**src/rtl/hostmbox_pkg.sv**
```systemverilog
package hostmbox_pkg;
    localparam int MBX_DW   = 16;
    localparam int MBX_NUM  = 6;
    localparam int HADDR_W  = 3;
    localparam int CADDR_W  = 4;
    localparam int CW_OFS   = 8;   // core-wrote flags and read-irq mask bits start here
    localparam int SRST_BIT = 7;   // trigger bit in a host write to status word 7

    localparam logic [HADDR_W-1:0] HA_STAT_LO = 3'd6;
    localparam logic [HADDR_W-1:0] HA_STAT_HI = 3'd7;
    localparam logic [CADDR_W-1:0] CA_STAT_LO = 4'd6;
    localparam logic [CADDR_W-1:0] CA_STAT_HI = 4'd7;
    localparam logic [CADDR_W-1:0] CA_MASK    = 4'd8;

    typedef logic [MBX_DW-1:0]  word_t;
    typedef logic [MBX_NUM-1:0] flags_t;

    // Zero the upper byte when the host port runs 8 bits wide.
    function automatic word_t fold_width(word_t d, logic byte_mode);
        return byte_mode ? {8'h00, d[7:0]} : d;
    endfunction

    function automatic word_t pack_flags(flags_t hw, flags_t cw);
        word_t r = '0;
        r[MBX_NUM-1:0]             = hw;
        r[CW_OFS +: MBX_NUM]       = cw;
        return r;
    endfunction
endpackage

```
**src/rtl/hostmbox_sync.sv**
```systemverilog
module hostmbox_sync #(
    parameter int STAGES = 2,
    parameter int W      = 2
) (
    input  logic         clk,
    input  logic         rst,
    input  logic [W-1:0] async_in,
    output logic [W-1:0] level,
    output logic [W-1:0] rise
);
    logic [STAGES-1:0][W-1:0] chain;
    logic [W-1:0]             prev;

    always_ff @(posedge clk) begin
        if (rst) begin
            chain <= '0;
            prev  <= '0;
        end else begin
            chain[0] <= async_in;
            for (int s = 1; s < STAGES; s++) chain[s] <= chain[s-1];
            prev <= chain[STAGES-1];
        end
    end

    assign level = chain[STAGES-1];
    assign rise  = chain[STAGES-1] & ~prev;
endmodule

```
**src/rtl/hostmbox_srst.sv**
```systemverilog
module hostmbox_srst #(
    parameter int CYCLES = 5
) (
    input  logic clk,
    input  logic rst,
    input  logic start,
    output logic busy
);
    localparam int CNT_W = $clog2(CYCLES + 1);
    logic [CNT_W-1:0] remain;

    always_ff @(posedge clk) begin
        if (rst)                remain <= '0;
        else if (start)         remain <= CNT_W'(CYCLES);
        else if (remain != '0)  remain <= remain - 1'b1;
    end

    assign busy = (remain != '0);
endmodule

```
**src/rtl/hostmbox_regs.sv**
```systemverilog
module hostmbox_regs
    import hostmbox_pkg::*;
(
    input  logic               clk,
    input  logic               rst,
    input  logic               h_we,
    input  logic               h_re,
    input  logic [HADDR_W-1:0] h_addr,
    input  word_t              h_wdata,
    input  logic               c_we,
    input  logic               c_re,
    input  logic [CADDR_W-1:0] c_addr,
    input  word_t              c_wdata,
    input  logic               srst_busy,
    output word_t              h_view,
    output word_t              c_rdata,
    output logic               irq_hwr,
    output logic               irq_hrd,
    output logic               srst_start,
    output word_t              mask_q
);
    word_t  mbx [MBX_NUM];
    flags_t hw_q, cw_q;
    flags_t h_wr_hit, h_rd_hit, c_wr_hit, c_rd_hit;
    word_t  stat_lo, stat_hi;

    genvar g;
    generate
        for (g = 0; g < MBX_NUM; g++) begin : g_hit
            assign h_wr_hit[g] = h_we && (h_addr == HADDR_W'(g));
            assign h_rd_hit[g] = h_re && (h_addr == HADDR_W'(g));
            assign c_wr_hit[g] = c_we && (c_addr == CADDR_W'(g));
            assign c_rd_hit[g] = c_re && (c_addr == CADDR_W'(g));
        end
    endgenerate

    always_ff @(posedge clk) begin
        if (rst) begin
            for (int i = 0; i < MBX_NUM; i++) mbx[i] <= '0;
            hw_q    <= '0;
            cw_q    <= '0;
            mask_q  <= '0;
            irq_hwr <= 1'b0;
            irq_hrd <= 1'b0;
        end else begin
            for (int i = 0; i < MBX_NUM; i++) begin
                if (h_wr_hit[i])      mbx[i] <= h_wdata;
                else if (c_wr_hit[i]) mbx[i] <= c_wdata;
            end
            // a set in the same cycle as a clear takes priority
            hw_q <= h_wr_hit | (hw_q & ~c_rd_hit);
            cw_q <= c_wr_hit | (cw_q & ~h_rd_hit);
            if (c_we && c_addr == CA_MASK) mask_q <= c_wdata;
            irq_hwr <= |(h_wr_hit & mask_q[MBX_NUM-1:0]);
            irq_hrd <= |(h_rd_hit & mask_q[CW_OFS +: MBX_NUM]);
        end
    end

    assign srst_start = h_we && (h_addr == HA_STAT_HI) && h_wdata[SRST_BIT];
    assign stat_lo    = pack_flags(hw_q, cw_q);
    assign stat_hi    = {{(MBX_DW-1){1'b0}}, ~srst_busy};

    always_comb begin
        h_view = '0;
        if (h_addr == HA_STAT_LO)      h_view = stat_lo;
        else if (h_addr == HA_STAT_HI) h_view = stat_hi;
        else begin
            for (int i = 0; i < MBX_NUM; i++)
                if (h_addr == HADDR_W'(i)) h_view = mbx[i];
        end
    end

    always_comb begin
        c_rdata = '0;
        if (c_addr == CA_STAT_LO)      c_rdata = stat_lo;
        else if (c_addr == CA_STAT_HI) c_rdata = stat_hi;
        else if (c_addr == CA_MASK)    c_rdata = mask_q;
        else begin
            for (int i = 0; i < MBX_NUM; i++)
                if (c_addr == CADDR_W'(i)) c_rdata = mbx[i];
        end
    end
endmodule

```
**src/rtl/hostmbox_top.sv**
```systemverilog
module hostmbox_top
    import hostmbox_pkg::*;
#(
    parameter int SYNC_STAGES = 2,
    parameter int SRST_CYCLES = 5
) (
    input  logic         clk,
    input  logic         rst,
    input  logic         host_cs,
    input  logic         host_rd,
    input  logic         host_wr,
    input  logic [2:0]   host_addr,
    input  logic         host_byte_mode,
    input  logic [15:0]  host_wdata,
    output logic [15:0]  host_rdata,
    output logic [1:0]   host_oe,
    output logic         host_ack,
    input  logic [3:0]   core_addr,
    input  logic         core_we,
    input  logic         core_re,
    input  logic [15:0]  core_wdata,
    output logic [15:0]  core_rdata,
    output logic         irq_host_wr,
    output logic         irq_host_rd,
    output logic         sw_rst_pulse
);
    localparam int STB_W = 2;   // bit 1 = write strobe, bit 0 = read strobe

    logic [STB_W-1:0] stb_raw, stb_lvl, stb_rise;
    logic             ack_q, srst_start, rd_live;
    word_t            h_view, h_wd, mask_q;

    assign stb_raw = {host_cs & host_wr, host_cs & host_rd};

    hostmbox_sync #(.STAGES(SYNC_STAGES), .W(STB_W)) u_sync (
        .clk(clk), .rst(rst), .async_in(stb_raw), .level(stb_lvl), .rise(stb_rise)
    );

    always_ff @(posedge clk) begin
        if (rst)              ack_q <= 1'b0;
        else if (|stb_rise)   ack_q <= 1'b1;
        else if (!(|stb_lvl)) ack_q <= 1'b0;
    end

    assign h_wd = fold_width(host_wdata, host_byte_mode);

    hostmbox_regs u_regs (
        .clk(clk), .rst(rst),
        .h_we(stb_rise[1]), .h_re(stb_rise[0]), .h_addr(host_addr), .h_wdata(h_wd),
        .c_we(core_we), .c_re(core_re), .c_addr(core_addr), .c_wdata(core_wdata),
        .srst_busy(sw_rst_pulse), .h_view(h_view), .c_rdata(core_rdata),
        .irq_hwr(irq_host_wr), .irq_hrd(irq_host_rd), .srst_start(srst_start),
        .mask_q(mask_q)
    );

    hostmbox_srst #(.CYCLES(SRST_CYCLES)) u_srst (
        .clk(clk), .rst(rst), .start(srst_start), .busy(sw_rst_pulse)
    );

    assign rd_live    = host_cs & host_rd;
    assign host_oe    = rd_live ? {~host_byte_mode, 1'b1} : 2'b00;
    assign host_rdata = rd_live ? fold_width(h_view, host_byte_mode) : '0;
    assign host_ack   = ack_q;
endmodule

```
**config.mk**
```make
export PLATFORM = sky130hd
export DESIGN_NAME = hostmbox_top
export DESIGN_NICKNAME = d
export VERILOG_FILES = /design/src/rtl/hostmbox_pkg.sv /design/src/rtl/hostmbox_sync.sv /design/src/rtl/hostmbox_srst.sv /design/src/rtl/hostmbox_regs.sv /design/src/rtl/hostmbox_top.sv
export SDC_FILE = /design/constraint.sdc
export NUM_CORES = 1
export LEC_CHECK = 0
export ABC_AREA = 1
export CAP_MARGIN = 30
export CELL_PAD_IN_SITES_DETAIL_PLACEMENT = 1
export CELL_PAD_IN_SITES_GLOBAL_PLACEMENT = 1
export CORE_UTILIZATION = 30
export DETAILED_ROUTE_END_ITERATION = 10
export GPL_ROUTABILITY_DRIVEN = 0
export PLACE_DENSITY = 0.67
export SKIP_LAST_GASP = 1
export SYNTH_ARGS = -nofsm -noshare
export SYNTH_HDL_FRONTEND = slang
export SYNTH_SLANG_ARGS = --single-unit
```
**constraint.sdc**
```tcl
create_clock -name clk -period 2.9 [get_ports clk]
set_input_delay 0.58 -clock clk [delete_from_list [all_inputs] [get_ports clk]]
set_output_delay 0.58 -clock clk [all_outputs]
set_load 0.005 [all_outputs]
```
Yosys cells after proc, flatten, opt, wreduce, memory -nomap -nowiden
Memories as Yosys holds them, arrays and structs flattened.
Cells that the tools add are included.
- memories kept: 1
- logic and storage cells: 172
- memory bits (writable): 96
- output and inout bits: 38
- flip-flop bits (word level): 40
- bits of input ports: 47
- memory list (name ; depth ; width ; rd ports ; clocked after memory_dff ; wr ports ; line ; RTL):
    u_regs.mbx ; 6 ; 16 ; 6 ; 0 ; 6 ; hostmbox_regs.sv:22 ; word_t mbx [MBX_NUM];
- equal/unequal tests: 16
- reductions and logical operators: 36
- $add $sub $neg: 1
- bitwise operators: 26
- multiplexer cells: 81
- operators with widths (operator ; number):
    $mux W16 ; 32
    $mux W1 ; 46
    $logic_and A1 B1 Y1 ; 27
    $and A6 B6 Y6 ; 4
    $eq A4 B3 Y1 const B ; 4
    $eq A3 B3 Y1 const B ; 4
    $not A6 Y6 ; 2
    $or A1 B1 Y1 ; 12
    $or A6 B6 Y6 ; 2
    $reduce_or A6 Y1 ; 2
    $eq A4 B2 Y1 const B ; 2
    $eq A3 B2 Y1 const B ; 2
    $mux W3 ; 2
    $reduce_or A2 Y1 ; 3
    $eq A4 B1 Y1 const B ; 1
    $eq A4 B4 Y1 const B ; 1
    $logic_not A4 Y1 ; 1
    $eq A3 B1 Y1 const B ; 1
    $logic_not A3 Y1 ; 1
    $reduce_bool A3 Y1 ; 1
    $sub A3 B1 Y3 const B ; 1
    $and A1 B1 Y1 ; 2
    $and A2 B2 Y2 ; 1
    $mux W2 ; 1
    other kinds (4) ; 5

Depth between registers and ports, before layout
- depth in word-level cells: 11
- mapped depth: 11
- gate-level depth less buffers: 11

Modules after synthesis
Synthesis repeated with hierarchy kept, for this count alone.
- cell total of the unflattened synthesis: 1192
- area, all modules: 8391.8 um^2
- by module, submodules not included (module ; cells an instance ; area an instance (um^2) ; instances):
    hostmbox_regs ; 1083 ; 7719.9 ; 1
    hostmbox_top ; 60 ; 305.3 ; 1
    hostmbox_sync ; 22 ; 187.7 ; 1
    hostmbox_srst ; 27 ; 178.9 ; 1

Worst setup path after synthesis
OpenSTA, ideal clock, no wires.
- path kind: input-to-reg
- start: in host_addr[0]
- end: mem u_regs.mbx[0][64] (netlist bit) (enable)
- cell stages on the path: 10
- setup slack: 0.661 ns
- path buffers: 3
- arrival: 1.867 ns
- cell sequence: buf_6 -> nor2_4 -> buf_6 -> nand2_2 -> nor2_4 -> inv_2 -> nand2_1 -> nand2_2 -> buf_6 -> nand2_1
- RTL lines (what ; line ; RTL):
    start: declaration ; hostmbox_top.sv:12 ; input logic [2:0] host_addr,
    end: declaration ; hostmbox_regs.sv:22 ;

Worst setup path after layout
- start: in core_addr[0]
- end: out core_rdata[14]
- longest elaborated chain between the ends: 10
- elaborated cells between the ends (all ways): 18
- RTL lines (what ; line ; RTL):
    start: declaration ; hostmbox_top.sv:18 ; input logic [3:0] core_addr,
    $logic_not A4 Y1 ; hostmbox_regs.sv:80 ; if (c_addr == CADDR_W'(i)) c_rdata = mbx[i];
    $mux W16 (6 in series) ; hostmbox_regs.sv:80 ;
    $mux W16 ; hostmbox_regs.sv:77 ; else if (c_addr == CA_MASK) c_rdata = mask_q;
    $mux W16 ; hostmbox_regs.sv:76 ; else if (c_addr == CA_STAT_HI) c_rdata = stat_hi;
    $mux W16 (*) ; hostmbox_regs.sv:75 ; if (c_addr == CA_STAT_LO) c_rdata = stat_lo;
    end: declaration ; hostmbox_top.sv:22 ; output logic [15:0] core_rdata,
Every way passes the cells marked *; elsewhere a longest branch is shown, timed or not.

==> flow_metrics.py <==
metrics = {
    "synthesis": {
        "synthSimpleGateAreaFrac_pct": 26.04,
        "synth_top_family_by_area": "simple AND/OR/NAND/NOR gates",
        "synth.ff_latch_count": 136,
        "post_synth_num_cell_types": 37,
        "synthesis.instances": 1046,
        "synth_xor_xnor_area_share_pct": 0.1101,
        "synth_compound_gate_area_share_pct": 18.10,
        "yosysWarningCount": 0,
        "synth.area.mux_share_pct": 0,
        "synth-adder-area-share_pct": 0.3145,
        "seq_area_frac_synth_pct": 46.29,
        "post_synthesis_cell_area_mm2": 0.007958,
        "syn-mean-instance-area_um2": 7.608,
        "synth.net_count": 1095,
    },
    "sta": {
        "min_period_over_period_pct": 99.12,
        "finalSetupViolations": 0,
        "timing_max_transition_violations_final": 0,
        "final_period_minus_worst_setup_slack_ns": 2.875,
        "worst_clock_skew_ns": 0.01344,
        "rsz0062_at_grt": "yes",
        "max_clock_freq_mhz": 347.9,
        "tightest_pin_transition_ns": 0.6386,
        "timing.hold.ws_ns": 0.4082,
        "max_slew_margin_pct": 57.38,
        "timing_hold_violations_final": 0,
    },
    "global_route": {
        "globalRouteOverflowTotal": 0,
        "grt_max_degree": 31,
        "grt_pass1_vias": 8634,
        "grt_first_pass_wirelength_mm": 54.21,
        "initial_antenna_violation_count": 0,
        "groute.usage.overall_pct": 28.16,
    },
    "cts": {
        "cts-htree-levels": 4,
        "max-clock-path-buffers": 2,
        "clock_insertion_delay_worst_skew_ns": 0.44,
        "cts-hold-fix-buffers": 0,
        "cts_tree": "done",
        "clockRootBuffer": "sky130_fd_sc_hd__clkbuf_16",
        "worst_setup_hold_path_clk_slew_ns": 0.07,
        "clkSinkCount": 136,
        "numCtsBuffers": 17,
    },
    "pwr": {
        "leakagePower_nw": 4.822,
        "seq_power_share_pct": 40.8,
        "share_comb_of_total_power_pct": 14.9,
        "clock_power_share_pct": 44.3,
        "powerDensity_mw_per_mm2": 489.0,
        "switching_power_of_the_nets_mw": 1.439,
        "final_total_power_mw": 5.422,
        "cell_internal_pwr_mw": 3.983,
        "sw_frac_of_total_pct": 26.54,
        "vdd_drop_max_mv": 0.2763,
    },
    "floorplanning": {
        "boundaryPins": 85,
        "initial_utilization_pct": 30.54,
        "num_rows": 59,
        "die_width_um": 164.9,
        "die_h_um": 164.9,
        "floorplan.die_area_mm2": 0.02718,
        "floorplan.core_area_mm2": 0.02606,
    },
    "routing": {
        "vias": 8671,
        "per_cell_via_count_in_the_routed_design": 5.453,
        "detail_route.wl_per_cell_um": 23.61,
        "detail-route-antenna-nets": 0,
        "drc": 0,
        "detailedRoute.firstPassIterationCount": 5,
        "detail_route.iter0.violations": 912,
        "drt-total-wl_mm": 37.54,
    },
    "final_layout": {
        "final_common_cell": "sky130_fd_sc_hd__nand2_1",
        "number_of_filler_instances_in_the_final_layout": 3123,
        "regArea_mm2": 0.003684,
        "layout.nets": 1291,
        "area_growth_syn_to_layout_pct": 39.32,
        "diode_insertion_count_for_antenna_repair": 0,
        "multi_input_area_mm2": 0.003618,
        "commonest_cells_after_routing_fill_and_taps_aside": "sky130_fd_sc_hd__nand2_1, sky130_fd_sc_hd__buf_4, sky130_fd_sc_hd__inv_1",
        "final_layout_size_suffix_gt1_share_pct": 20.24,
    },
    "min_path": {
        "hold_start": "u_sync.chain[1]",
        "worst_hold_path.endpoint": "u_sync.level[1]",
        "min_path_type": "reg -> reg",
        "worst_hold_path.num_cells": 2,
    },
    "critical_path": {
        "crit_path_top_delay_cell": "sky130_fd_sc_hd__clkdlybuf4s50_1",
        "chain_of_cells_forming_the_critical_path": "clkdlybuf4s15_2 > inv_2 > buf_4 > nand2_2 > nor2_4 > buf_12 > clkbuf_16 > nand2_1 > nand4_1 > clkdlybuf4s50_1",
        "cp.required_ns": 2.32,
        "timing.critical_path.to_type": "primary output",
        "terminus_of_the_critical_flop_to_flop_path": "u_regs.mbx[0][58]",
        "timing.reg2reg.setup_slack_ns": 0.77,
        "crit_arrival_ns": 2.29,
        "max_stage_delay_ns": 0.53,
        "reg2reg_depth": 10,
        "timing.setup.critical_path_class": "in -> out",
        "crit_path_max_fanout": 6,
        "critical_path_startpoint_category": "input pin",
        "crit-reg2reg-launch": "u_sync.level[1]",
    },
    "run": {
        "max_cap_viol_count": 0,
    },
    "placement": {
        "port_buffers": 84,
        "place.detailed.hpwl_mm": 26.69,
    },
    "run_status": {
        "status": "finished, final reports clean",
    },
}
[metrics by stage]
step	util (%)	area [um2]	worst slack (ns)	setup TNS, ns	std cells
global placement	38.84	10120	-0.4057	-11.11	1538
CTS	41.98	10940	-0.05585	-0.05585	1581
finish	42.55	11090	0.02541	0	1590
floorplan	-	7958	0.6613	0	1046
detailed placement	38.84	10120	-0.4453	-11.98	1538
global route	42.55	11090	-0.1147	-0.2158	1590
[cell type report]
type,instances,share of cell area (%)
clock inverters,11,1.546
multi-input cells,735,32.64
repair buffers,226,20.27
flip-flops and latches,136,33.22
inverters,126,4.390
clock buffers,21,4.153
well taps,335,3.781
[worst max-delay path, delay by kind of cell]
family | cells | cell delay (ns)
buffers and inverters | 6 | 1.25
and+or+nand+nor | 4 | 0.45
[sequential cells by signal (all words and copies together), names as in the netlist]
register        cells
u_regs.mask_q      16
u_regs.irq_hwr      1
u_sync.prev         2
u_srst.remain       3
u_sync.chain        2
host_ack            1
u_regs.hw_q         6
u_regs.mbx         96
u_sync.level        2
u_regs.irq_hrd      1
u_regs.cw_q         6
[worst max path at each step]
stage | slack, ns | start | end
floorplan | 0.66 | host_addr[0] | u_regs.mbx[0][64]
global placement | -0.41 | host_addr[0] | host_rdata[4]
detailed placement | -0.45 | core_addr[0] | core_rdata[10]
CTS | -0.06 | host_addr[1] | host_rdata[4]
global route | -0.11 | core_addr[0] | core_rdata[8]
finish | 0.03 | core_addr[0] | core_rdata[14]
[cells in the mapped netlist]
master | instances | share of area [%]
sky130_fd_sc_hd__nand2_1 | 280 | 13
sky130_fd_sc_hd__inv_1 | 111 | 5.2
sky130_fd_sc_hd__a21oi_1 | 107 | 6.7
sky130_fd_sc_hd__edfxtp_1 | 96 | 36
sky130_fd_sc_hd__o21ai_0 | 82 | 5.2
sky130_fd_sc_hd__nor2_1 | 75 | 3.5
sky130_fd_sc_hd__nand3_1 | 59 | 3.7
sky130_fd_sc_hd__dfxtp_1 | 40 | 10
sky130_fd_sc_hd__nand4_1 | 23 | 1.8
sky130_fd_sc_hd__a211oi_1 | 20 | 1.9
sky130_fd_sc_hd__clkbuf_1 | 20 | 0.94
sky130_fd_sc_hd__buf_2 | 18 | 1.1
sky130_fd_sc_hd__o22ai_1 | 16 | 1.3
sky130_fd_sc_hd__o21ai_1 | 12 | 0.75
sky130_fd_sc_hd__or2_2 | 12 | 0.94
sky130_fd_sc_hd__inv_2 | 11 | 0.52
sky130_fd_sc_hd__a21oi_2 | 6 | 0.66
sky130_fd_sc_hd__nor2_2 | 6 | 0.47
sky130_fd_sc_hd__a31oi_1 | 5 | 0.39
sky130_fd_sc_hd__buf_4 | 5 | 0.47
sky130_fd_sc_hd__a221oi_1 | 4 | 0.44
sky130_fd_sc_hd__buf_6 | 4 | 0.57
sky130_fd_sc_hd__clkinv_1 | 4 | 0.19
sky130_fd_sc_hd__nand2_2 | 4 | 0.31
sky130_fd_sc_hd__nor2_4 | 4 | 0.57
sky130_fd_sc_hd__and2_0 | 3 | 0.24
sky130_fd_sc_hd__nand3_2 | 3 | 0.38
sky130_fd_sc_hd__nor3_1 | 3 | 0.19
sky130_fd_sc_hd__a21oi_4 | 2 | 0.41
sky130_fd_sc_hd__buf_1 | 2 | 0.094
sky130_fd_sc_hd__ha_1 | 2 | 0.31
sky130_fd_sc_hd__nor3_4 | 2 | 0.41
sky130_fd_sc_hd__a2111oi_0 | 1 | 0.11
sky130_fd_sc_hd__a211oi_2 | 1 | 0.16
sky130_fd_sc_hd__nand4_4 | 1 | 0.27
sky130_fd_sc_hd__o2111a_1 | 1 | 0.14
sky130_fd_sc_hd__xor2_1 | 1 | 0.11
[timing repair]
action	CTS	global route
pin swaps	5	7
setup endpoints to repair	32	27
gates cloned	1	1
resized for setup	64	34
buffers inserted	10	8
[power by group through the flow]
stage	combinational (mW)	sequential (mW)	clock, mW
after floorplan	0.339	2.23	0
after global placement	0.751	2.25	0
after detailed placement	0.766	2.25	0
after CTS	0.792	2.21	2.40
after global routing	0.871	2.22	2.47
final	0.809	2.21	2.40
[layer usage]
layer	wire (um)	global-route usage (%)	vias up
met1	15870	37.05	4264
li1	-	-	3924
met3	2706	4.269	83
met2	17790	46.14	400
met5	0	0	-
met4	1168	11.22	0
[logic make-up after synthesis]
group	Yosys count
buf+inv	175
fa+ha+maj	2
xor+xnor	1
compound gates	257
flops	136
simple gates	475
Power figures use the tool's default switching activity.
